===== src/rtl/wfrdy_pkg.sv =====
// Shared codes for the wavefront issue readiness checker.
// Assumes: 3-bit reason codes; READY is encoded as 7 and ILLEGAL as 0.
package wfrdy_pkg;

    typedef enum logic [2:0] {
        RSN_ILLEGAL  = 3'd0,
        RSN_WF_STOP  = 3'd1,
        RSN_IB_EMPTY = 3'd2,
        RSN_WAIT_CNT = 3'd3,
        RSN_BAR_WAIT = 3'd4,
        RSN_VREG     = 3'd5,
        RSN_SREG     = 3'd6,
        RSN_READY    = 3'd7
    } reason_e;

    localparam int RSN_W   = 3;
    localparam int NUM_RSN = 8;

    // wavefront state codes
    localparam logic [2:0] ST_RUN       = 3'd0;
    localparam logic [2:0] ST_STOPPED   = 3'd1;
    localparam logic [2:0] ST_RETURNING = 3'd2;
    localparam logic [2:0] ST_STALLED   = 3'd3;
    localparam logic [2:0] ST_WAITCNT   = 3'd4;
    localparam logic [2:0] ST_BARRIER   = 3'd5;

    // instruction class bit positions
    localparam int CLS_W     = 15;
    localparam int CB_ALU    = 0;
    localparam int CB_BRANCH = 1;
    localparam int CB_NOP    = 2;
    localparam int CB_RET    = 3;
    localparam int CB_ENDPGM = 4;
    localparam int CB_BAR    = 5;
    localparam int CB_LOAD   = 6;
    localparam int CB_STORE  = 7;
    localparam int CB_ATOMIC = 8;
    localparam int CB_MSYNC  = 9;
    localparam int CB_FLAT   = 10;
    localparam int CB_SCALAR = 11;
    localparam int CB_LMEM   = 12;
    localparam int CB_GMEM   = 13;
    localparam int CB_KARG   = 14;

endpackage


===== src/rtl/wfrdy_exe_map.sv =====
// Execution resource selector for one slot.
// Resource index layout: 0..NUM_SIMD-1 vector ALUs, NUM_SIMD scalar ALU,
// +1 global memory, +2 local memory, +3 scalar memory, +4 invalid marker.
// Assumes the caller only uses the result for a ready instruction.
module wfrdy_exe_map #(
    parameter int NUM_SIMD = 2,
    parameter int SIMD_ID  = 0,
    parameter int EXE_W    = 3
) (
    input  logic             is_flat_i,
    input  logic             is_local_i,
    input  logic             is_global_i,
    input  logic             is_scalar_i,
    input  logic             is_exec_i,
    output logic [EXE_W-1:0] idx_o
);

    localparam logic [EXE_W-1:0] IDX_OWN  = EXE_W'(SIMD_ID);
    localparam logic [EXE_W-1:0] IDX_SALU = EXE_W'(NUM_SIMD);
    localparam logic [EXE_W-1:0] IDX_GMEM = EXE_W'(NUM_SIMD + 1);
    localparam logic [EXE_W-1:0] IDX_LMEM = EXE_W'(NUM_SIMD + 2);
    localparam logic [EXE_W-1:0] IDX_SMEM = EXE_W'(NUM_SIMD + 3);
    localparam logic [EXE_W-1:0] IDX_NONE = EXE_W'(NUM_SIMD + 4);

    // Pick the pipe in the fixed class order: flat, local, global, compute.
    always_comb begin
        if (is_flat_i) begin
            idx_o = IDX_GMEM;
        end else if (is_local_i) begin
            idx_o = IDX_LMEM;
        end else if (is_global_i) begin
            idx_o = is_scalar_i ? IDX_SMEM : IDX_GMEM;
        end else if (is_exec_i) begin
            idx_o = is_scalar_i ? IDX_SALU : IDX_OWN;
        end else begin
            idx_o = IDX_NONE;
        end
    end

endmodule


===== src/rtl/wfrdy_slot_eval.sv =====
// Readiness evaluation of one wavefront slot, purely combinational.
// Applies the not-ready checks in priority order and, for a ready slot,
// selects the execution resource. Assumes bar_sel_i < NUM_BAR.
module wfrdy_slot_eval
    import wfrdy_pkg::*;
#(
    parameter int NUM_SIMD = 2,
    parameter int SIMD_ID  = 0,
    parameter int NUM_BAR  = 4,
    parameter int BAR_W    = 2,
    parameter int EXE_W    = 3
) (
    input  logic [2:0]         state_i,
    input  logic               wait_met_i,
    input  logic               wait_drained_i,
    input  logic [BAR_W-1:0]   bar_sel_i,
    input  logic [NUM_BAR-1:0] bar_done_i,
    input  logic               ib_has_i,
    input  logic               ib_oldest_i,
    input  logic [CLS_W-1:0]   cls_i,
    input  logic               vreg_ok_i,
    input  logic               sreg_ok_i,
    output logic [RSN_W-1:0]   reason_o,
    output logic [EXE_W-1:0]   exe_idx_o,
    output logic               zero_set_o,
    output logic [NUM_BAR-1:0] bar_clr_o,
    output logic               bad_cls_o
);

    reason_e          reason;
    logic             bar_hit;
    logic             known;
    logic             is_scalar;
    logic             is_exec;
    logic             halted;
    logic [EXE_W-1:0] map_idx;

    assign known     = |cls_i[CB_FLAT:CB_ALU];
    assign is_scalar = cls_i[CB_SCALAR];
    assign is_exec   = cls_i[CB_ALU] | cls_i[CB_BRANCH] | cls_i[CB_RET] |
                       cls_i[CB_ENDPGM] | cls_i[CB_NOP] | cls_i[CB_BAR] |
                       (cls_i[CB_KARG] & cls_i[CB_LOAD]);
    assign halted    = (state_i == ST_STOPPED) || (state_i == ST_RETURNING) ||
                       (state_i == ST_STALLED);

    wfrdy_exe_map #(
        .NUM_SIMD (NUM_SIMD),
        .SIMD_ID  (SIMD_ID),
        .EXE_W    (EXE_W)
    ) u_map (
        .is_flat_i   (cls_i[CB_FLAT]),
        .is_local_i  (cls_i[CB_LMEM]),
        .is_global_i (cls_i[CB_GMEM]),
        .is_scalar_i (is_scalar),
        .is_exec_i   (is_exec),
        .idx_o       (map_idx)
    );

    // Walk the not-ready conditions from highest to lowest priority.
    always_comb begin
        reason     = RSN_READY;
        bar_hit    = 1'b0;
        zero_set_o = 1'b0;
        bad_cls_o  = 1'b0;
        if (state_i == ST_WAITCNT && !wait_met_i) begin
            reason = RSN_WAIT_CNT;
        end else if (state_i == ST_BARRIER && !bar_done_i[bar_sel_i]) begin
            reason = RSN_BAR_WAIT;
        end else begin
            bar_hit = (state_i == ST_BARRIER);
            if (halted) begin
                reason = RSN_WF_STOP;
            end else if (!ib_has_i) begin
                reason = RSN_IB_EMPTY;
            end else if (!known) begin
                bad_cls_o = 1'b1;
                reason    = RSN_WF_STOP;
            end else if (!is_scalar && !vreg_ok_i) begin
                reason = RSN_VREG;
            end else if (!sreg_ok_i) begin
                reason = RSN_SREG;
            end else if (cls_i[CB_ENDPGM]) begin
                if (!ib_oldest_i) begin
                    reason = RSN_WAIT_CNT;
                end else begin
                    zero_set_o = 1'b1;
                    if (!wait_drained_i) reason = RSN_WAIT_CNT;
                end
            end
        end
    end

    // Drive the flattened results; the index is meaningful only when ready.
    always_comb begin
        reason_o  = reason;
        exe_idx_o = (reason == RSN_READY) ? map_idx : '0;
        bar_clr_o = '0;
        if (bar_hit) bar_clr_o[bar_sel_i] = 1'b1;
    end

endmodule


===== src/rtl/wfrdy_stall_bank.sv =====
// One saturating counter per reason code. Each counter adds the number of
// slots that reported its reason in the cycle. Assumes CNT_W > $clog2(NW+1).
module wfrdy_stall_bank
    import wfrdy_pkg::*;
#(
    parameter int NW    = 4,
    parameter int CNT_W = 32
) (
    input  logic                     clk,
    input  logic                     rst_n,
    input  logic [NW*RSN_W-1:0]      reason_i,
    output logic [NUM_RSN*CNT_W-1:0] cnt_o
);

    localparam int INC_W = $clog2(NW + 1);

    logic live_q;

    // Marks cycles whose previous edge was already out of reset.
    always_ff @(posedge clk) begin
        if (!rst_n) live_q <= 1'b0;
        else        live_q <= 1'b1;
    end

    for (genvar r = 0; r < NUM_RSN; r++) begin : g_rsn
        logic [INC_W-1:0] inc;
        logic [CNT_W-1:0] cnt_q;
        logic [CNT_W:0]   sum;

        // Count the slots that ended with this reason.
        always_comb begin
            inc = '0;
            for (int s = 0; s < NW; s++) begin
                if (reason_i[s*RSN_W +: RSN_W] == RSN_W'(r)) inc = inc + INC_W'(1);
            end
        end

        assign sum = {1'b0, cnt_q} + {{(CNT_W + 1 - INC_W){1'b0}}, inc};

        // Accumulate with saturation at all ones.
        always_ff @(posedge clk) begin
            if (!rst_n)        cnt_q <= '0;
            else if (sum[CNT_W]) cnt_q <= '1;
            else               cnt_q <= sum[CNT_W-1:0];
        end

        assign cnt_o[r*CNT_W +: CNT_W] = cnt_q;

        p_no_decrease_r11: assert property (@(posedge clk) disable iff (!rst_n)
            live_q |-> cnt_q >= $past(cnt_q));
    end

    for (genvar s = 0; s < NW; s++) begin : g_legal
        p_no_illegal_r12: assert property (@(posedge clk) disable iff (!rst_n)
            reason_i[s*RSN_W +: RSN_W] != RSN_ILLEGAL);
    end

endmodule


===== src/rtl/wave_issue_gate.sv =====
// Wavefront issue readiness checker, top level.
// Evaluates every slot of every SIMD in parallel, registers the per-slot
// ready flag, reason and resource index, merges the barrier clear pulses
// and keeps the per-reason stall counters. Slot s = simd*WF_PER_SIMD + wf.
// Assumes NUM_BAR >= 2 and every bar_sel_i value below NUM_BAR.
module wave_issue_gate
    import wfrdy_pkg::*;
#(
    parameter int NUM_SIMD    = 2,
    parameter int WF_PER_SIMD = 2,
    parameter int NUM_BAR     = 4,
    parameter int CNT_W       = 32,
    localparam int NW         = NUM_SIMD * WF_PER_SIMD,
    localparam int BAR_W      = $clog2(NUM_BAR),
    localparam int NUM_EXE    = NUM_SIMD + 4,
    localparam int EXE_W      = $clog2(NUM_EXE + 1)
) (
    input  logic                     clk,
    input  logic                     rst_n,
    input  logic [NW*3-1:0]          wf_state_i,
    input  logic [NW-1:0]            wait_met_i,
    input  logic [NW-1:0]            wait_drained_i,
    input  logic [NW*BAR_W-1:0]      bar_sel_i,
    input  logic [NUM_BAR-1:0]       bar_done_i,
    input  logic [NW-1:0]            ib_has_i,
    input  logic [NW-1:0]            ib_oldest_i,
    input  logic [NW*CLS_W-1:0]      inst_class_i,
    input  logic [NW-1:0]            vreg_ok_i,
    input  logic [NW-1:0]            sreg_ok_i,
    output logic [NW-1:0]            issue_rdy_o,
    output logic [NW*RSN_W-1:0]      reason_o,
    output logic [NW*EXE_W-1:0]      exe_idx_o,
    output logic [NW-1:0]            zero_wait_set_o,
    output logic [NUM_BAR-1:0]       bar_clear_o,
    output logic                     class_err_o,
    output logic [NUM_RSN*CNT_W-1:0] stall_cnt_o
);

    logic [NW*RSN_W-1:0]      reason_c;
    logic [NW*EXE_W-1:0]      idx_c;
    logic [NW-1:0]            zset_c;
    logic [NW-1:0]            bad_c;
    logic [NW*NUM_BAR-1:0]    bclr_c;
    logic [NUM_BAR-1:0]       bclr_any;
    logic                     live_q;

    for (genvar gs = 0; gs < NUM_SIMD; gs++) begin : g_simd
        for (genvar gw = 0; gw < WF_PER_SIMD; gw++) begin : g_wf
            localparam int S = gs * WF_PER_SIMD + gw;
            wfrdy_slot_eval #(
                .NUM_SIMD (NUM_SIMD),
                .SIMD_ID  (gs),
                .NUM_BAR  (NUM_BAR),
                .BAR_W    (BAR_W),
                .EXE_W    (EXE_W)
            ) u_eval (
                .state_i        (wf_state_i[S*3 +: 3]),
                .wait_met_i     (wait_met_i[S]),
                .wait_drained_i (wait_drained_i[S]),
                .bar_sel_i      (bar_sel_i[S*BAR_W +: BAR_W]),
                .bar_done_i     (bar_done_i),
                .ib_has_i       (ib_has_i[S]),
                .ib_oldest_i    (ib_oldest_i[S]),
                .cls_i          (inst_class_i[S*CLS_W +: CLS_W]),
                .vreg_ok_i      (vreg_ok_i[S]),
                .sreg_ok_i      (sreg_ok_i[S]),
                .reason_o       (reason_c[S*RSN_W +: RSN_W]),
                .exe_idx_o      (idx_c[S*EXE_W +: EXE_W]),
                .zero_set_o     (zset_c[S]),
                .bar_clr_o      (bclr_c[S*NUM_BAR +: NUM_BAR]),
                .bad_cls_o      (bad_c[S])
            );
        end
    end

    // Merge the per-slot barrier clear requests into one pulse per id.
    always_comb begin
        bclr_any = '0;
        for (int s = 0; s < NW; s++) bclr_any = bclr_any | bclr_c[s*NUM_BAR +: NUM_BAR];
    end

    // Register the per-slot results and the sticky class error.
    always_ff @(posedge clk) begin
        if (!rst_n) begin
            issue_rdy_o     <= '0;
            reason_o        <= '0;
            exe_idx_o       <= '0;
            zero_wait_set_o <= '0;
            bar_clear_o     <= '0;
            class_err_o     <= 1'b0;
            live_q          <= 1'b0;
        end else begin
            for (int s = 0; s < NW; s++) begin
                issue_rdy_o[s] <= (reason_c[s*RSN_W +: RSN_W] == RSN_READY);
            end
            reason_o        <= reason_c;
            exe_idx_o       <= idx_c;
            zero_wait_set_o <= zset_c;
            bar_clear_o     <= bclr_any;
            class_err_o     <= class_err_o | (|bad_c);
            live_q          <= 1'b1;
        end
    end

    wfrdy_stall_bank #(
        .NW    (NW),
        .CNT_W (CNT_W)
    ) u_stall (
        .clk      (clk),
        .rst_n    (rst_n),
        .reason_i (reason_c),
        .cnt_o    (stall_cnt_o)
    );

    for (genvar s = 0; s < NW; s++) begin : g_chk
        p_waitcnt_first_r1: assert property (@(posedge clk) disable iff (!rst_n)
            live_q && $past(wf_state_i[s*3 +: 3] == ST_WAITCNT && !wait_met_i[s])
            |-> reason_o[s*RSN_W +: RSN_W] == RSN_WAIT_CNT);
        p_halted_r4: assert property (@(posedge clk) disable iff (!rst_n)
            live_q && $past(wf_state_i[s*3 +: 3] == ST_STOPPED ||
                            wf_state_i[s*3 +: 3] == ST_STALLED ||
                            wf_state_i[s*3 +: 3] == ST_RETURNING)
            |-> reason_o[s*RSN_W +: RSN_W] == RSN_WF_STOP);
        p_empty_r5: assert property (@(posedge clk) disable iff (!rst_n)
            live_q && $past(wf_state_i[s*3 +: 3] == ST_RUN && !ib_has_i[s])
            |-> reason_o[s*RSN_W +: RSN_W] == RSN_IB_EMPTY);
        p_idx_zero_r8: assert property (@(posedge clk) disable iff (!rst_n)
            !issue_rdy_o[s] |-> exe_idx_o[s*EXE_W +: EXE_W] == '0);
    end

    for (genvar b = 0; b < NUM_BAR; b++) begin : g_bchk
        p_clear_needs_done_r2: assert property (@(posedge clk) disable iff (!rst_n)
            live_q && bar_clear_o[b] |-> $past(bar_done_i[b]));
    end

    p_err_sticky_r9: assert property (@(posedge clk) disable iff (!rst_n)
        class_err_o |=> class_err_o);

endmodule


===== config.mk =====
export PLATFORM = sky130hd
export DESIGN_NAME = wave_issue_gate
export DESIGN_NICKNAME = d
export VERILOG_FILES = /design/src/rtl/wfrdy_pkg.sv /design/src/rtl/wfrdy_exe_map.sv /design/src/rtl/wfrdy_slot_eval.sv /design/src/rtl/wfrdy_stall_bank.sv /design/src/rtl/wave_issue_gate.sv
export SDC_FILE = /design/constraint.sdc
export NUM_CORES = 1
export LEC_CHECK = 0
export BUFFER_PORTS_ARGS = -buffer_cell sky130_fd_sc_hd__buf_2
export CORE_UTILIZATION = 53
export DETAILED_ROUTE_END_ITERATION = 12
export GPL_TIMING_DRIVEN = 1
export HOLD_SLACK_MARGIN = 0.15
export PLACE_DENSITY = 0.8
export RECOVER_POWER = 100
export SKIP_LAST_GASP = 1
export SLEW_MARGIN = 10
export SYNTH_ARGS = -nofsm -noshare
export SYNTH_HDL_FRONTEND = slang
export SYNTH_SLANG_ARGS = --single-unit

===== constraint.sdc =====
create_clock -name clk -period 6.1 [get_ports clk]
set_input_delay 0.61 -clock clk [delete_from_list [all_inputs] [get_ports clk]]
set_output_delay 0.61 -clock clk [all_outputs]
set_load 0.03 [all_outputs]

=== After elaboration in Yosys (flattened, before gate mapping) ===
Cells that the tools add are included.

* Equality and inequality tests: 48
* Shift operators: 0
* Divide/modulo/power cells: 0
* Mux-type cells: 156
* Reduce and logical (&&, ||, !) cells: 61
* Bitwise gates (word level): 53
* $add $sub $neg: 32
* $lt $le $gt $ge: 8
* $mul: 0

{| class="wikitable"
|+ Operators with widths
! operator !! number
|-
| adder 32 x 3 -> 33 bit || 8
|-
| two-way mux 32 bit || 8
|-
| two-way mux 3 bit || 80
|-
| == test 3 bit (second input constant) || 24
|-
| adder 3 x 1 -> 3 bit (second input constant) || 16
|-
| == test 3 x 2 -> 1 bit (second input constant) || 16
|-
| two-way mux 1 bit || 48
|-
| OR reduction 11 bit || 4
|-
| OR reduction 9 bit || 4
|-
| OR 1 bit || 25
|-
| == test 3 x 1 -> 1 bit (second input constant) || 8
|-
| inverter 1 bit || 21
|-
| adder 1 x 1 -> 2 bit (second input constant) || 8
|-
| logical AND 1 bit || 16
|-
| zero test 1 bit || 16
|-
| two-way mux 2 bit || 8
|-
| two-way mux 4 bit || 4
|-
| zero test 3 bit || 4
|-
| < comparator 2 x 3 -> 1 bit (second input constant) || 4
|-
| OR 4 bit || 3
|-
| OR reduction 3 bit || 4
|-
| binary-select mux 1 bit (select 2 bit) || 4
|-
| demux 1 bit (select 2 bit) || 4
|-
| >= comparator 2 x 1 -> 1 bit (second input constant) || 4
|-
| other kinds (4) || 17
|}

* Output and inout bits: 293
* Register bits after elaboration: 293
* ROM bits: 0
* Word-level logic and storage cells: 382
* Memories kept: 0
* RAM bits: 0
* Bits in latches: 0

=== Logic depth before layout (Yosys ltp) ===
* Depth in word-level cells: 20
* Mapped depth: 20
* Gate-level depth less buffers: 19

=== By module ===
Synthesis repeated with hierarchy kept, for this count alone.

* Cells, all modules: 1,859
* Area total of the unflattened synthesis: 16,329.4 um^2

{| class="wikitable"
|+ By module, submodules not included
! module !! area each (um^2) !! cells each !! seq. area each (um^2) !! times used
|-
| wfrdy_stall_bank || 14,028.5 || 1,582 || 5,124.9 || 1
|-
| wave_issue_gate || 1,012.2 || 78 || 740.7 || 1
|-
| wfrdy_slot_eval (g_simd[0].g_wf[1].u_eval ...) || 279.0 || 42 || 0.0 || 3
|-
| wfrdy_slot_eval (g_simd[0].g_wf[0].u_eval) || 266.5 || 43 || 0.0 || 1
|-
| wfrdy_exe_map (g_simd[1].g_wf[0].u_eval.u_map ...) || 47.5 || 8 || 0.0 || 2
|-
| wfrdy_exe_map (g_simd[0].g_wf[0].u_eval.u_map ...) || 45.0 || 7 || 0.0 || 2
|}

=== Worst setup path before layout ===
Ideal clock, no wire load.

* Path kind: in2reg
* From: input inst_class_i[1]
* To: register u_stall.g_rsn[3].cnt_q[10]
* Data required time: 6.030 ns
* Path slack: 1.419 ns
* Stages on the path: 18
* Path buffers: 2
* Data arrival time: 4.611 ns
* Cells stage by stage: nor4_1 -> and4b_1 -> o21ai_0 -> nand2_1 -> nor2_1 -> a31o_2 -> ha_1 -> xor2_1 -> ha_1 -> mux2i_1 -> fa_1 -> nor2b_1 -> o211a_1 -> nand4_1 -> or3_1 -> clkbuf_1 -> clkbuf_1 -> a21oi_1

* Cells in the longest elaborated chain, start to end: 16

{| class="wikitable"
|+ Ends and longest elaborated chain
! element !! line !! RTL
|-
| from (decl) || wave_issue_gate.sv:27 || <nowiki>input logic [NW*CLS_W-1:0] inst_class_i,</nowiki>
|-
| OR reduction 11 bit (*) || wfrdy_slot_eval.sv:38 || <nowiki>assign known = |cls_i[CB_FLAT:CB_ALU];</nowiki>
|-
| two-way mux 3 bit (*) || wfrdy_slot_eval.sv:75 || <nowiki>end else if (!known) begin</nowiki>
|-
| two-way mux 3 bit (*) || wfrdy_slot_eval.sv:73 || <nowiki>end else if (!ib_has_i) begin</nowiki>
|-
| two-way mux 3 bit (*) || wfrdy_slot_eval.sv:71 || <nowiki>if (halted) begin</nowiki>
|-
| two-way mux 3 bit (*) || wfrdy_slot_eval.sv:67 || <nowiki>end else if (state_i == ST_BARRIER && !bar_done_i[bar_sel_i]) begin</nowiki>
|-
| two-way mux 3 bit (*) || wfrdy_slot_eval.sv:65 || <nowiki>if (state_i == ST_WAITCNT && !wait_met_i) begin</nowiki>
|-
| == test 3 x 2 -> 1 bit (*) || wfrdy_stall_bank.sv:34 || <nowiki>if (reason_i[s*RSN_W +: RSN_W] == RSN_W'(r)) inc = inc + INC_W'(1);</nowiki>
|-
| two-way mux 1 bit (*) || wfrdy_stall_bank.sv:34 ||
|-
| adder 1 x 1 -> 2 bit || wfrdy_stall_bank.sv:34 ||
|-
| two-way mux 3 bit (*) || wfrdy_stall_bank.sv:34 ||
|-
| adder 3 x 1 -> 3 bit || wfrdy_stall_bank.sv:34 ||
|-
| two-way mux 3 bit (*) || wfrdy_stall_bank.sv:34 ||
|-
| adder 3 x 1 -> 3 bit || wfrdy_stall_bank.sv:34 ||
|-
| two-way mux 3 bit (*) || wfrdy_stall_bank.sv:34 ||
|-
| adder 32 x 3 -> 33 bit (*) || wfrdy_stall_bank.sv:38 || <nowiki>assign sum = {1'b0, cnt_q} + {{(CNT_W + 1 - INC_W){1'b0}}, inc};</nowiki>
|-
| two-way mux 32 bit (*) || wfrdy_stall_bank.sv:43 || <nowiki>else if (sum[CNT_W]) cnt_q <= '1;</nowiki>
|-
| to (signal assigned) || wfrdy_stall_bank.sv:44 || <nowiki>else cnt_q <= sum[CNT_W-1:0];</nowiki>
|-
| to (decl) || wfrdy_stall_bank.sv:27 || <nowiki>logic [CNT_W-1:0] cnt_q;</nowiki>
|}

Mark *: on every way between the ends. The rest lies on a longest branch, timed or not.
A chain may end at the register's enable or synchronous reset.

=== Worst setup path after layout ===
* From: input inst_class_i[31]
* To: register u_stall.g_rsn[1].cnt_q[1]

* Cells in the longest elaborated chain, start to end: 12

{| class="wikitable"
|+ Ends and longest elaborated chain
! element !! line
|-
| OR reduction 11 bit (*) || wfrdy_slot_eval.sv:38
|-
| two-way mux 3 bit (*) || wfrdy_slot_eval.sv:75
|-
| two-way mux 3 bit (*) || wfrdy_slot_eval.sv:73
|-
| two-way mux 3 bit (*) || wfrdy_slot_eval.sv:71
|-
| two-way mux 3 bit (*) || wfrdy_slot_eval.sv:67
|-
| two-way mux 3 bit (*) || wfrdy_slot_eval.sv:65
|-
| == test 3 x 1 -> 1 bit (*) || wfrdy_stall_bank.sv:34
|-
| two-way mux 3 bit (*) || wfrdy_stall_bank.sv:34
|-
| adder 3 x 1 -> 3 bit || wfrdy_stall_bank.sv:34
|-
| two-way mux 3 bit (*) || wfrdy_stall_bank.sv:34
|-
| adder 32 x 3 -> 33 bit (*) || wfrdy_stall_bank.sv:38
|-
| two-way mux 32 bit (*) || wfrdy_stall_bank.sv:43
|-
| to (signal assigned) || wfrdy_stall_bank.sv:44
|-
| to (decl) || wfrdy_stall_bank.sv:27
|}

Marks and branches as above.

==> results.toml <==
[setup_path]
critPathSlowestCell = "nor4_1"
r2r_slack_ns = 3.13
required_ns = 6.53
cpPeakStageDelay_ns = 1.31
cp-start-kind = "input port"
end_kind = "flip-flop"
critPathArrivalTime_ns = 5.98
r2r_cells = 9
timing.rr.start = "u_stall.g_rsn[4].cnt_q[0]$_SDFF_PN0_"
path_max_fanout = 18
reg2reg_to = "u_stall.g_rsn[4].cnt_q[12]$_SDFF_PN0_"
cp_cell_sequence = "buf_2, or4_1, nor4_1, o21ai_2, a211oi_4, mux2i_1, ha_1, nand4_1, xor2_1, ha_1, nor2b_1, o21bai_1, nor3_1, nand2_1, buf_4, a21oi_1"
crit_top_cell = "ha_1"
path_class = "input port to flip-flop"

[finish]
drive_above_1_share_pct = 9.569
syn_to_final_growth_pct = 20.88
num-nets-final = 2347

[place]
io_buffer_count = 402
place.gp.congestion = 0.9139
dp_hpwl_mm = 32.18

[power_and_ir_drop]
power.density_nw_per_um2 = 256.7
fin_total_pwr_mw = 4.689
power_leakage_nw = 6.859
ir_drop_uv = 232.7

[die]
dieArea_um2 = 29190
die_y_um = 170.9
rows = 61
fp.dieW_um = 170.9
core_um2 = 27930
start_util_pct = 54.10
io_pins = 403

[global_routing]
antenna_found_initial = 1
grt_pass1_vias = 13800
grt_pass1_wl_mm = 68.92
grt_start_max_net_pins = 170
grt-ovfl-total = 0
grt_util_all_layers_pct = 29.02

[logic_synthesis]
synth_xor_area_share_pct = 12.63
synth_adder_area_share_pct = 4.951
yosys.cell_types.count = 69
muxShareOfSynthArea_pct = 2.360
ys_ff_latch = 293
yosysWarnings = 0
synth_edf_count = 0
async_flop_share_pct = 0
synth.yosys.seq_area_share_pct = 38.81
synth_top_family_by_area = "simple AND/OR/NAND/NOR gates"
netlist_area_um2 = 15110
yosys.area_share.simple_pct = 22.77
synth_compound_area_share_pct = 14.89
syn_avg_cell_area_um2 = 8.442
synth_flop_cell = "dfxtp_1"
synthesis.instances = 1790

[cts]
cts.repair.resized = 0
cts_num_sinks = 293
holdBufCountCts = 0
cts_setup_buffers = 0
cts.reportedPaths.clkPinSlew_ns = 0.06
cts_buffers = 34
h-tree-depth = 2
tritoncts = "built"
clkLatencyLatePin_ns = 0.51
ctsRootBufferMaster = "clkbuf_16"
clockBufferDepth = 3

[timing]
setup_tns_ns = 0
period_share_pct = 91.07
rsz0062_at_grt = "no"
fmax_ghz = 0.1800
fin_crit_ns = 5.555
finalHoldViolCount = 0
fin_skew_ns = 0.01418
worstMarginPinSlew_ns = 1.855
slew_viol_final = 36
maxSlewHeadroom_pct = -23.66
setup_viol = 0

[detailed_routing]
drt_iter0_markers = 1164
route.antenna.remaining_nets = 0
drtPass1Iterations = 5
wl_per_cell_um = 17.00
avgViaCountPerCell = 5.709
post-route-drc-count = 0
postRouteWirelength_mm = 43.93
num_vias = 14750

[worst_hold_path]
hp-class = "input port to flip-flop"
worstHoldStart = "inst_class_i[25]"
holdPathStages = 2
min_to = "exe_idx_o[5]$_SDFF_PP0_"

[status]
status = "finished with violations"
violations = "capacitance limit, slew limit"

[run]
drv_cap = 2
cell usage after synthesis, types with 25 or more instances:
master	count	area share (%)
clkbuf_1	59	1.5
inv_1	77	1.9
and3_1	55	2.3
nor3_1	58	1.9
a21oi_1	252	8.3
dfxtp_1	293	39
o21ai_0	25	0.83
ha_1	47	3.9
nand4_1	64	2.6
nand2_1	144	3.6
nor2_1	122	3.0
xor2_1	148	8.6
nand3_1	92	3.0
xnor2_1	70	4.1
report_power, final:
group / switching [mW] / total [mW] / internal [mW]
Clock: 0.803 / 2.16 / 1.36
Combinational: 0.359 / 0.537 / 0.178
Sequential: 0.0315 / 1.99 / 1.96
Total: 1.19 / 4.69 / 3.50
routing by layer:
metal  vias up  share of wire (%)  GRT usage, %
met3        98                7.9         6.778
met5         -                  0             0
met4         0                3.3         9.744
met2       529                 48         51.27
li1       7128                  -             -
met1      6997                 40         34.42
cell type report:
type                    count  area (µm²)
flip-flops and latches    293        5866
diodes                      1       2.502
repair buffers            419        1737
clock buffers              46       997.2
clock inverters            13       197.7
fillers                  2526        9667
inverters                  77       296.5
multi-input cells        1357        8698
well taps                 378       473.0
cells in the final DEF, fill, tap and decap left out, types with 14 or more instances in the layout:
master / n
clkbuf_1: 307
dfxtp_1: 293
a21oi_1: 252
xor2_1: 148
nand2_1: 144
nor2_1: 122
buf_2: 106
nand3_1: 92
inv_1: 76
xnor2_1: 70
nand4_1: 64
nor3_1: 58
and3_1: 55
ha_1: 47
clkbuf_16: 35
o21ai_0: 25
mux2i_1: 21
a211oi_1: 17
nor4_1: 16
and4_1: 15
nor2b_1: 14
through the flow:
step	hold WS, ns	area (µm²)	setup WS [ns]	cells	util, %
global route	0.2969	18270	0.1406	2583	65.39
CTS	0.2952	18690	0.7400	2583	66.90
global placement	0.4747	17490	0.4393	2524	62.62
floorplan	0.6144	15120	1.419	1792	-
detailed placement	0.4862	17490	0.2576	2524	62.62
finish	0.3147	18270	0.5448	2584	65.39
kinds of logic (layout without fill, tap and decap cells):
logic type | after synthesis | count (layout)
other | 1 | 4
buffers and inverters | 142 | 555
xor gates and xnor gates | 218 | 218
adders and majority gates | 55 | 55
AOI/OAI and AO/OA | 385 | 385
muxes | 31 | 31
and+or+nand+nor | 665 | 665
DFF | 293 | 293
sequential cells by signal (all words and copies together), names as in the netlist:
signal	count
zero_wait_set_o	4
bar_clear_o	4
reason_o	12
class_err_o	1
issue_rdy_o	4
u_stall.g_rsn.cnt_q	256
exe_idx_o	12
worst max-delay path, delay by kind of cell:
family,cells,cell delay (ns)
AND/OR/NAND/NOR,6,2.99
AO/OA/AOI/OAI,4,0.94
adder cells (fa/ha/maj),2,0.54
buffers and inverters,2,0.36
multiplexers,1,0.33
XOR/XNOR,1,0.21
how the worst max path moves through the flow:
stage | endpoint | depth (start not counted) | slack (ns) | from
6_report | u_stall.g_rsn[1].cnt_q[1]$_SDFF_PN0_ | 16 | 0.54 | inst_class_i[31]
4_1_cts | u_stall.g_rsn[6].cnt_q[29]$_SDFF_PN0_ | 17 | 0.74 | wf_state_i[3]
2_1_floorplan | u_stall.g_rsn[3].cnt_q[10]$_SDFF_PN0_ | 18 | 1.42 | inst_class_i[1]
5_1_grt | u_stall.g_rsn[1].cnt_q[18]$_SDFF_PN0_ | 16 | 0.14 | inst_class_i[31]
3_5_place_dp | u_stall.g_rsn[6].cnt_q[15]$_SDFF_PN0_ | 17 | 0.26 | wf_state_i[3]
3_3_place_gp | u_stall.g_rsn[6].cnt_q[15]$_SDFF_PN0_ | 17 | 0.44 | wf_state_i[3]
Note: power is estimated with default switching activity, not from simulation.
